File: src/rtl/rtc_pkg.sv
package rtc_pkg;

    localparam int DW        = 8;
    localparam int REG_COUNT = 8;

    localparam int IX_CTRL  = 0;
    localparam int IX_SEC   = 1;
    localparam int IX_MIN   = 2;
    localparam int IX_HOUR  = 3;
    localparam int IX_WDAY  = 4;
    localparam int IX_MDAY  = 5;
    localparam int IX_MONTH = 6;
    localparam int IX_YEAR  = 7;

    localparam int WHALT_BIT = 7;
    localparam int RHALT_BIT = 6;
    localparam int OSC_BIT   = 7;
    localparam int FT_BIT    = 6;

    typedef enum logic [2:0] {
        ST_RUN,
        ST_RD_HALT,
        ST_WR_HALT,
        ST_COMMIT,
        ST_REFRESH
    } rtc_state_e;

    // Bits of each register that belong to the live counters.
    function automatic logic [DW-1:0] time_mask(input int idx);
        case (idx)
            IX_SEC:   return 8'h7F;
            IX_MIN:   return 8'h7F;
            IX_HOUR:  return 8'h3F;
            IX_WDAY:  return 8'h07;
            IX_MDAY:  return 8'h3F;
            IX_MONTH: return 8'h1F;
            IX_YEAR:  return 8'hFF;
            default:  return 8'h00;
        endcase
    endfunction

endpackage

File: src/rtl/rtc_bus_decode.sv
module rtc_bus_decode #(
    parameter int ADDR_W = 13,
    parameter int IDX_W  = 3
) (
    input  logic              pwr_fail,
    input  logic              ce_n,
    input  logic              ce2,
    input  logic              we_n,
    input  logic [ADDR_W-1:0] addr,
    output logic              acc_wr,
    output logic              acc_rd,
    output logic [IDX_W-1:0]  acc_idx
);
    logic in_window;
    logic selected;

    always_comb begin
        in_window = &addr[ADDR_W-1:IDX_W];
        selected  = !pwr_fail && !ce_n && ce2 && in_window;
        acc_wr    = selected && !we_n;
        acc_rd    = selected && we_n;
        acc_idx   = addr[IDX_W-1:0];
    end
endmodule

File: src/rtl/rtc_halt_fsm.sv
module rtc_halt_fsm
    import rtc_pkg::*;
(
    input  logic clk,
    input  logic rst_n,
    input  logic ctrl_wr,
    input  logic ctrl_w,
    input  logic ctrl_r,
    input  logic held_r,
    input  logic sec_tick,
    output logic snap_en,
    output logic load_en
);
    rtc_state_e state_q, state_d;

    always_ff @(posedge clk) begin
        if (!rst_n) state_q <= ST_RUN;
        else        state_q <= state_d;
    end

    always_comb begin
        state_d = state_q;
        unique case (state_q)
            ST_RUN: begin
                if (ctrl_wr && ctrl_w)      state_d = ST_WR_HALT;
                else if (ctrl_wr && ctrl_r) state_d = ST_RD_HALT;
            end
            ST_RD_HALT: begin
                if (ctrl_wr && ctrl_w)       state_d = ST_WR_HALT;
                else if (ctrl_wr && !ctrl_r) state_d = ST_REFRESH;
            end
            ST_WR_HALT: begin
                if (ctrl_wr && !ctrl_w) state_d = ST_COMMIT;
            end
            ST_COMMIT: begin
                if (ctrl_wr) state_d = ctrl_w ? ST_WR_HALT : (ctrl_r ? ST_RD_HALT : ST_RUN);
                else         state_d = held_r ? ST_RD_HALT : ST_RUN;
            end
            ST_REFRESH: begin
                if (ctrl_wr && ctrl_w)      state_d = ST_WR_HALT;
                else if (ctrl_wr && ctrl_r) state_d = ST_RD_HALT;
                else                        state_d = ST_RUN;
            end
            default: state_d = ST_RUN;
        endcase
    end

    always_comb begin
        snap_en = 1'b0;
        load_en = 1'b0;
        unique case (state_q)
            ST_RUN:     snap_en = sec_tick;
            ST_REFRESH: snap_en = 1'b1;
            ST_COMMIT:  load_en = 1'b1;
            default: ;
        endcase
    end
endmodule

File: src/rtl/rtc_user_regs.sv
module rtc_user_regs
    import rtc_pkg::*;
#(
    parameter int IDX_W = 3
) (
    input  logic                          clk,
    input  logic                          rst_n,
    input  logic                          acc_wr,
    input  logic                          acc_rd,
    input  logic [IDX_W-1:0]              acc_idx,
    input  logic [DW-1:0]                 wdata,
    input  logic                          snap_en,
    input  logic                          ft_tick,
    input  logic [(REG_COUNT-1)*DW-1:0]   live_bcd,
    output logic [DW-1:0]                 rdata,
    output logic                          rvalid,
    output logic                          held_r,
    output logic [(REG_COUNT-1)*DW-1:0]   load_bcd,
    output logic                          osc_stop
);
    logic [REG_COUNT*DW-1:0] regs_flat;
    logic [DW-1:0]           rd_byte;
    logic                    ft_on;
    logic                    ft_ph_q;

    for (genvar g = 0; g < REG_COUNT; g++) begin : g_reg
        localparam logic [DW-1:0] TMASK = time_mask(g);
        localparam logic [DW-1:0] RSTV  = (g == IX_SEC) ? DW'(1 << OSC_BIT) : '0;
        logic [DW-1:0] r_q;
        logic          hit;
        assign hit = acc_wr && (acc_idx == IDX_W'(g));

        if (g == IX_CTRL) begin : g_ctrl
            always_ff @(posedge clk) begin
                if (!rst_n)   r_q <= RSTV;
                else if (hit) r_q <= wdata;
            end
        end else begin : g_time
            logic [DW-1:0] live_b;
            assign live_b = live_bcd[(g-1)*DW +: DW];
            always_ff @(posedge clk) begin
                if (!rst_n)       r_q <= RSTV;
                else if (hit)     r_q <= wdata;
                else if (snap_en) r_q <= (r_q & ~TMASK) | (live_b & TMASK);
            end
            assign load_bcd[(g-1)*DW +: DW] = r_q & TMASK;
        end

        assign regs_flat[g*DW +: DW] = r_q;
    end

    assign held_r   = regs_flat[IX_CTRL*DW + RHALT_BIT];
    assign osc_stop = regs_flat[IX_SEC*DW + OSC_BIT];
    assign ft_on    = regs_flat[IX_WDAY*DW + FT_BIT] && !osc_stop;

    always_ff @(posedge clk) begin
        if (!rst_n)     ft_ph_q <= 1'b0;
        else if (ft_on) ft_ph_q <= ft_ph_q ^ ft_tick;
        else            ft_ph_q <= 1'b0;
    end

    always_comb begin
        rd_byte = '0;
        for (int i = 0; i < REG_COUNT; i++) begin
            if (acc_idx == IDX_W'(i)) rd_byte = regs_flat[i*DW +: DW];
        end
        if (acc_idx == IDX_W'(IX_SEC) && ft_on) rd_byte[0] = ft_ph_q;
    end

    always_ff @(posedge clk) begin
        if (!rst_n) begin
            rvalid <= 1'b0;
            rdata  <= '0;
        end else begin
            rvalid <= acc_rd;
            rdata  <= acc_rd ? rd_byte : '0;
        end
    end
endmodule

File: src/rtl/rtc_shadow_regs.sv
module rtc_shadow_regs
    import rtc_pkg::*;
#(
    parameter int ADDR_W = 13
) (
    input  logic                        clk,
    input  logic                        rst_n,
    input  logic                        pwr_fail,
    input  logic                        ce_n,
    input  logic                        ce2,
    input  logic                        we_n,
    input  logic [ADDR_W-1:0]           addr,
    input  logic [DW-1:0]               wdata,
    output logic [DW-1:0]               rdata,
    output logic                        rvalid,
    input  logic                        sec_tick,
    input  logic                        ft_tick,
    input  logic [(REG_COUNT-1)*DW-1:0] live_bcd,
    output logic                        load_en,
    output logic [(REG_COUNT-1)*DW-1:0] load_bcd,
    output logic                        osc_stop
);
    localparam int IDX_W = $clog2(REG_COUNT);

    logic             acc_wr, acc_rd, ctrl_wr, snap_en, held_r;
    logic [IDX_W-1:0] acc_idx;

    rtc_bus_decode #(.ADDR_W(ADDR_W), .IDX_W(IDX_W)) u_dec (
        .pwr_fail(pwr_fail), .ce_n(ce_n), .ce2(ce2), .we_n(we_n), .addr(addr),
        .acc_wr(acc_wr), .acc_rd(acc_rd), .acc_idx(acc_idx)
    );

    assign ctrl_wr = acc_wr && (acc_idx == IDX_W'(IX_CTRL));

    rtc_halt_fsm u_fsm (
        .clk(clk), .rst_n(rst_n), .ctrl_wr(ctrl_wr),
        .ctrl_w(wdata[WHALT_BIT]), .ctrl_r(wdata[RHALT_BIT]), .held_r(held_r),
        .sec_tick(sec_tick), .snap_en(snap_en), .load_en(load_en)
    );

    rtc_user_regs #(.IDX_W(IDX_W)) u_regs (
        .clk(clk), .rst_n(rst_n), .acc_wr(acc_wr), .acc_rd(acc_rd), .acc_idx(acc_idx),
        .wdata(wdata), .snap_en(snap_en), .ft_tick(ft_tick), .live_bcd(live_bcd),
        .rdata(rdata), .rvalid(rvalid), .held_r(held_r), .load_bcd(load_bcd),
        .osc_stop(osc_stop)
    );
endmodule

File: config.mk
export PLATFORM = sky130hd
export DESIGN_NAME = rtc_shadow_regs
export DESIGN_NICKNAME = d
export VERILOG_FILES = /design/src/rtl/rtc_pkg.sv /design/src/rtl/rtc_bus_decode.sv /design/src/rtl/rtc_halt_fsm.sv /design/src/rtl/rtc_user_regs.sv /design/src/rtl/rtc_shadow_regs.sv
export SDC_FILE = /design/constraint.sdc
export NUM_CORES = 1
export LEC_CHECK = 0
export BUFFER_PORTS_ARGS = -buffer_cell sky130_fd_sc_hd__buf_2
export CAP_MARGIN = 20
export CORE_ASPECT_RATIO = 1.2
export CORE_UTILIZATION = 35
export CTS_BUF_LIST = sky130_fd_sc_hd__clkbuf_8
export CTS_CLUSTER_SIZE = 8
export DETAILED_ROUTE_END_ITERATION = 8
export RECOVER_POWER = 50
export SETUP_SLACK_MARGIN = 0.2
export SYNTH_ARGS = -nofsm -noshare
export SYNTH_HDL_FRONTEND = slang
export SYNTH_SLANG_ARGS = --single-unit
File: constraint.sdc
create_clock -name clk -period 2.4 [get_ports clk]
set_input_delay 0.24 -clock clk [delete_from_list [all_inputs] [get_ports clk]]
set_output_delay 0.24 -clock clk [all_outputs]
set_load 0.05 [all_outputs]
## Word level (Yosys, flattened, before mapping)

Cells that the tools add are included.

- Output and inout port bits: 67
- Logic and storage cells: 108
- Register bits after elaboration: 77
- Input bits: 85

- Reduce and logical (&&, ||, !) cells: 38
- Multiplexer cells: 37
- Eq/ne operators: 14
- Bitwise logic cells: 7

Operators with widths:

| operator | number |
|---|---|
| two-way mux 8 bit | 22 |
| two-way mux 3 bit | 8 |
| logical AND 1 bit | 19 |
| OR 8 x 6 -> 8 bit | 2 |
| OR 8 x 7 -> 8 bit | 2 |
| == test 3 bit, second input constant | 5 |
| one-hot mux 3 bit (5 select lines) | 1 |
| nonzero test 2 bit | 7 |
| == test 3 x 2 -> 1 bit, second input constant | 4 |
| AND reduction 10 bit | 1 |
| OR 8 x 3 -> 8 bit | 1 |
| OR 8 x 5 -> 8 bit | 1 |
| == test 3 x 1 -> 1 bit, second input constant | 2 |
| logical NOT 1 bit | 6 |
| logical NOT 3 bit | 2 |
| != test 3 x 1 -> 1 bit, second input constant | 2 |
| two-way mux 1 bit | 5 |
| AND reduction 2 bit | 2 |
| AND reduction 3 bit | 1 |
| != test 2 x 1 -> 1 bit, second input constant | 1 |
| one-hot mux 1 bit (2 select lines) | 1 |
| bitwise XOR 1 bit | 1 |

## Longest topological paths before layout

- Depth in word-level cells: 10
- Mapped depth: 6
- Gate-level depth less buffers: 5

## Modules after synthesis

A second synthesis with hierarchy kept.

- Cells, all modules: 491
- Area, all modules: 4433.0 µm²

By module, submodules not included:

| module | seq. area each (µm²) | cells an instance | times used | area an instance (µm²) |
|---|---|---|---|---|
| rtc_user_regs | 1481.4 | 458 | 1 | 4166.5 |
| rtc_halt_fsm | 60.1 | 22 | 1 | 180.2 |
| rtc_bus_decode | 0.0 | 10 | 1 | 71.3 |
| rtc_shadow_regs | 0.0 | 1 | 1 | 15.0 |

## Least setup slack after synthesis

OpenSTA, ideal clock, no wires.

- Kind: register to register
- Start point: register u_fsm.state_q[0]
- End point: register u_regs.g_reg[1].r_q[2]
- Arrival: 1680 ps
- Path slack: 591 ps
- Library setup time: 129 ps
- Data required time: 2271 ps
- Cell stages (with the launch flop): 7
- Cells stage by stage: dfxtp_1 -> clkbuf_1 -> nor3_1 -> buf_2 -> mux2_2 -> nand3_1 -> o21ai_0

- Word-level cells in the longest chain between the ends: 3
- Elaborated cells between the ends (all ways): 4
- Those cells by class: 1 x eq/ne; 1 x mux; 2 x reduce/logical

Ends and longest elaborated chain:

| item | line | RTL |
|---|---|---|
| from (decl) | rtc_halt_fsm.sv:14 | `rtc_state_e state_q, state_d;` |
| from (signal assigned) | rtc_halt_fsm.sv:18 | `else state_q <= state_d;` |
| == test 3 bit or logical NOT 3 bit (tied branches) | rtc_halt_fsm.sv:51 | `unique case (state_q)` |
| one-hot mux 1 bit (2 select lines) (*) | rtc_halt_fsm.sv:51 |  |
| nonzero test 2 bit (no line) (*) | n/a |  |
| to (signal assigned) | rtc_user_regs.sv:43 | `else if (hit) r_q <= wdata;` |
| to (signal assigned) | rtc_user_regs.sv:44 | `else if (snap_en) r_q <= (r_q & ~TMASK) \| (live_b & TMASK);` |
| to (decl) | rtc_user_regs.sv:29 | `logic [DW-1:0] r_q;` |

Mark *: on every way between the ends. The rest lies on a longest branch, timed or not.
A chain may end at the register's enable or synchronous reset.

## Final worst setup path

- Start point: input we_n
- End point: register u_regs.g_reg[0].r_q[6]

- Word-level cells in the longest chain between the ends: 3

Ends and longest elaborated chain:

| item | line | RTL |
|---|---|---|
| from (decl) | rtc_shadow_regs.sv:11 | `input logic we_n,` |
| logical NOT 1 bit | rtc_bus_decode.sv:20 | `acc_wr = selected && !we_n;` |
| logical AND 1 bit | rtc_bus_decode.sv:20 |  |
| logical AND 1 bit | rtc_user_regs.sv:31 | `assign hit = acc_wr && (acc_idx == IDX_W'(g));` |
| to (signal assigned) | rtc_user_regs.sv:36 | `else if (hit) r_q <= wdata;` |
| to (decl) | rtc_user_regs.sv:29 |  |

Every way passes these cells.

==> impl_results.md <==
- Status: finished clean
- Clk root buf: clkbuf_8
- PwrDens: 604 mW/mm2
- DR vias: 3,245
- Share of cells above drive strength 1: 28.2%
- Final ANT Viol Nets: 0
- Register area: 0.00154 mm2
- Max clock buf depth: 2
- Layout area overhead: 16.0%
- Final worst setup slack: 0.399 ns
- Post_cts resized: 0
- Vias in the first global route: 3,110
- Worst Hold Class: in2reg
- Largest net degree at the start of global routing: 43
- Worst setup EP type: flop
- CP delay by family, top: simple AND/OR/NAND/NOR gates
- DR pass1 iterations: 4
- Clk Latency, worst-skew pair: 0.35 ns
- Wire length per cell: 16.0 um
- Critical path's largest stage delay: 0.55 ns
- Count of different cell masters after synthesis: 36
- Setup violators final: 0
- Hold buffer count at cts: 0
- EDFF count, synth: 0
- Sequential share of the synthesized area: 37.6%
- All-Layer GR Usage: 17.8%
- Final wirelength: 10,600 um
- Synth Warn #: 0
- Mapped Area: 0.00410 mm2
- VDD IR max: 0.282 mV
- Leakage power: 2.11 nW
- Die X: 101 um
- Global-route wire length before repair: 16,200 um
- Clock sink count: 77
- CP Class: in2reg
- Core area: 0.0112 mm2
- Max-cap violations: 0
- Starting density of the core: 36.5%
- Ports: 152
- CTS tree: built
- Commonest non-fill, non-tap cells in the layout: dfxtp_1 (77), buf_2 (71), clkbuf_1 (55)
- Congestion Overflow GR: 0
- Worst slew pin tran: 0.705 ns
- Detailed-placement wirelength estimate: 7920 um
- Die height: 121 um
- Port-buffer cells: 123
- # DRC: 0
- Initial DRC count: 232
- DP Worst Slack: 0.430 ns
- H-tree depth: 3
- Min Clock Period, post-route: 2.00 ns
- Crit path cell chain: buf_2, or4b_4, nor4_1, and2_0, clkbuf_1, mux2i_1, nor2b_1
- DIE AREA: 0.0122 mm2
- Post-CTS setup buffers: 0
- Slew margin rel.: 52.5%
- Antenna Cells: 0
- Synth Area per Inst: 9.89 um2
- Critical Path Fanout Max: 6
- TNS Setup: 0 ns
- Most used DFF post-synth: dfxtp_1
- Cells after Synth: 415
- Clk_skew: 0.00550 ns
- Routability cong.: 0.821
- Fraction of registers with async set/reset: 0%
- Initial antenna violation count: 0
- Commonest non-fill, non-tap cell in the layout: dfxtp_1
- Crit-path slowest cell: nor4_1
- Fillers: 1,178
- Final nets: 592
- Crit path launch type: input port
- Critical path buffer and inverter count: 2
- Vias per cell: 4.88
- Slew Limit Fails: 0
- Fmax: 500 MHz
- Cts bufs inserted: 9
- Worst Path Required: 2.65 ns
- Area of the multi-input gates: 0.00215 mm2
- Final Hold Violating Endpoints: 0
- Crit path DAT: 2.25 ns
- #FFs+latches synth: 77
- Reg clk slew, reported paths: 0.08 ns
- Site row count: 42
- RSZ-0062 raised after global routing: false
- Fin crit share: 83.4%
-- final cells by class --
type,instances,share of cell area [%]
multi-input combinational,278,45.2
timing repair buffer,138,14.0
inverter,3,0.237
sequential,77,32.4
clock buffer,11,3.18
clock inverter,4,0.999
tap,154,4.05
-- state kept, by name, indices dropped and copies added (netlist names) --
signal,flops
u_regs.g.r_q,64
u_regs.rdata,8
u_fsm.state_q,3
u_regs.ft_ph_q,1
u_regs.rvalid,1
-- routing by layer --
layer | share of wire, % | vias to the layer above | global-route usage (%)
li1 | - | 1622 | -
met1 | 46 | 1487 | 24.1
met2 | 46 | 118 | 27.6
met3 | 6.1 | 18 | 3.18
met4 | 2.2 | 0 | 8.33
met5 | 0 | - | 0
-- final timing paths --
| path | start | to | slack [ns] | depth (start not counted) |
|---|---|---|---|---|
| max | we_n | u_regs.g_reg[0].r_q[6]$_SDFFE_PN0N_ | 0.40 | 7 |
| min | wdata[2] | u_regs.g_reg[6].r_q[2]$_SDFFE_PN0N_ | 0.20 | 2 |
| max reg2reg | u_fsm.state_q[0]$_SDFFE_PN0P_ | u_fsm.state_q[0]$_SDFFE_PN0P_ | 0.61 | 5 |
| min reg2reg | u_regs.g_reg[2].r_q[7]$_SDFFE_PN0P_ | u_regs.g_reg[2].r_q[7]$_SDFFE_PN0P_ | 0.47 | 2 |
-- stage by stage --
stage | instances | cell area, um2 | utilization [%] | total power [mW] | hold slack, ns
floorplan | 428 | 4150 | - | 1.83 | 0.396
global placement | 650 | 4650 | 41.4 | 1.93 | 0.450
detailed placement | 650 | 4650 | 41.4 | 1.94 | 0.458
CTS | 665 | 4850 | 43.1 | 2.91 | 0.189
global route | 665 | 4760 | 42.3 | 3.00 | 0.205
finish | 665 | 4760 | 42.3 | 2.87 | 0.204
-- logic make-up after synthesis --
kind of cell / Yosys count / synth area share, %
buffers and inverters: 73 / 11.0
DFF: 77 / 37.6
and+or+nand+nor: 122 / 15.8
xor gates and xnor gates: 2 / 0.427
other: 1 / 0.0914
muxes: 81 / 25.5
AOI/OAI and AO/OA: 59 / 9.66
-- synth_stat cells (2+ instances only) --
library cell,instances,area (um2)
a21boi_0,3,22.5
a22oi_1,2,15.0
and3_1,4,25.0
buf_1,3,11.3
buf_2,12,60.1
buf_4,41,308
clkbuf_1,13,48.8
dfxtp_1,77,1540
inv_1,3,11.3
mux2_2,27,304
mux2i_1,38,380
mux4_2,16,360
nand2_1,30,113
nand2b_1,3,18.8
nand3_1,42,210
nand4_1,2,12.5
nor2_1,12,45.0
nor2b_1,19,119
nor3b_1,2,15.0
nor4_4,2,42.5
o211a_1,15,150
o21ai_0,33,165
or4_1,2,15.0
xor2_1,2,17.5
-- power by group --
| part | internal (mW) | switching, mW |
|---|---|---|
| clock network | 0.528 | 0.453 |
| logic | 0.182 | 0.352 |
| registers | 1.32 | 0.0403 |
| total | 2.03 | 0.846 |
Power figures use the tool's default switching activity.
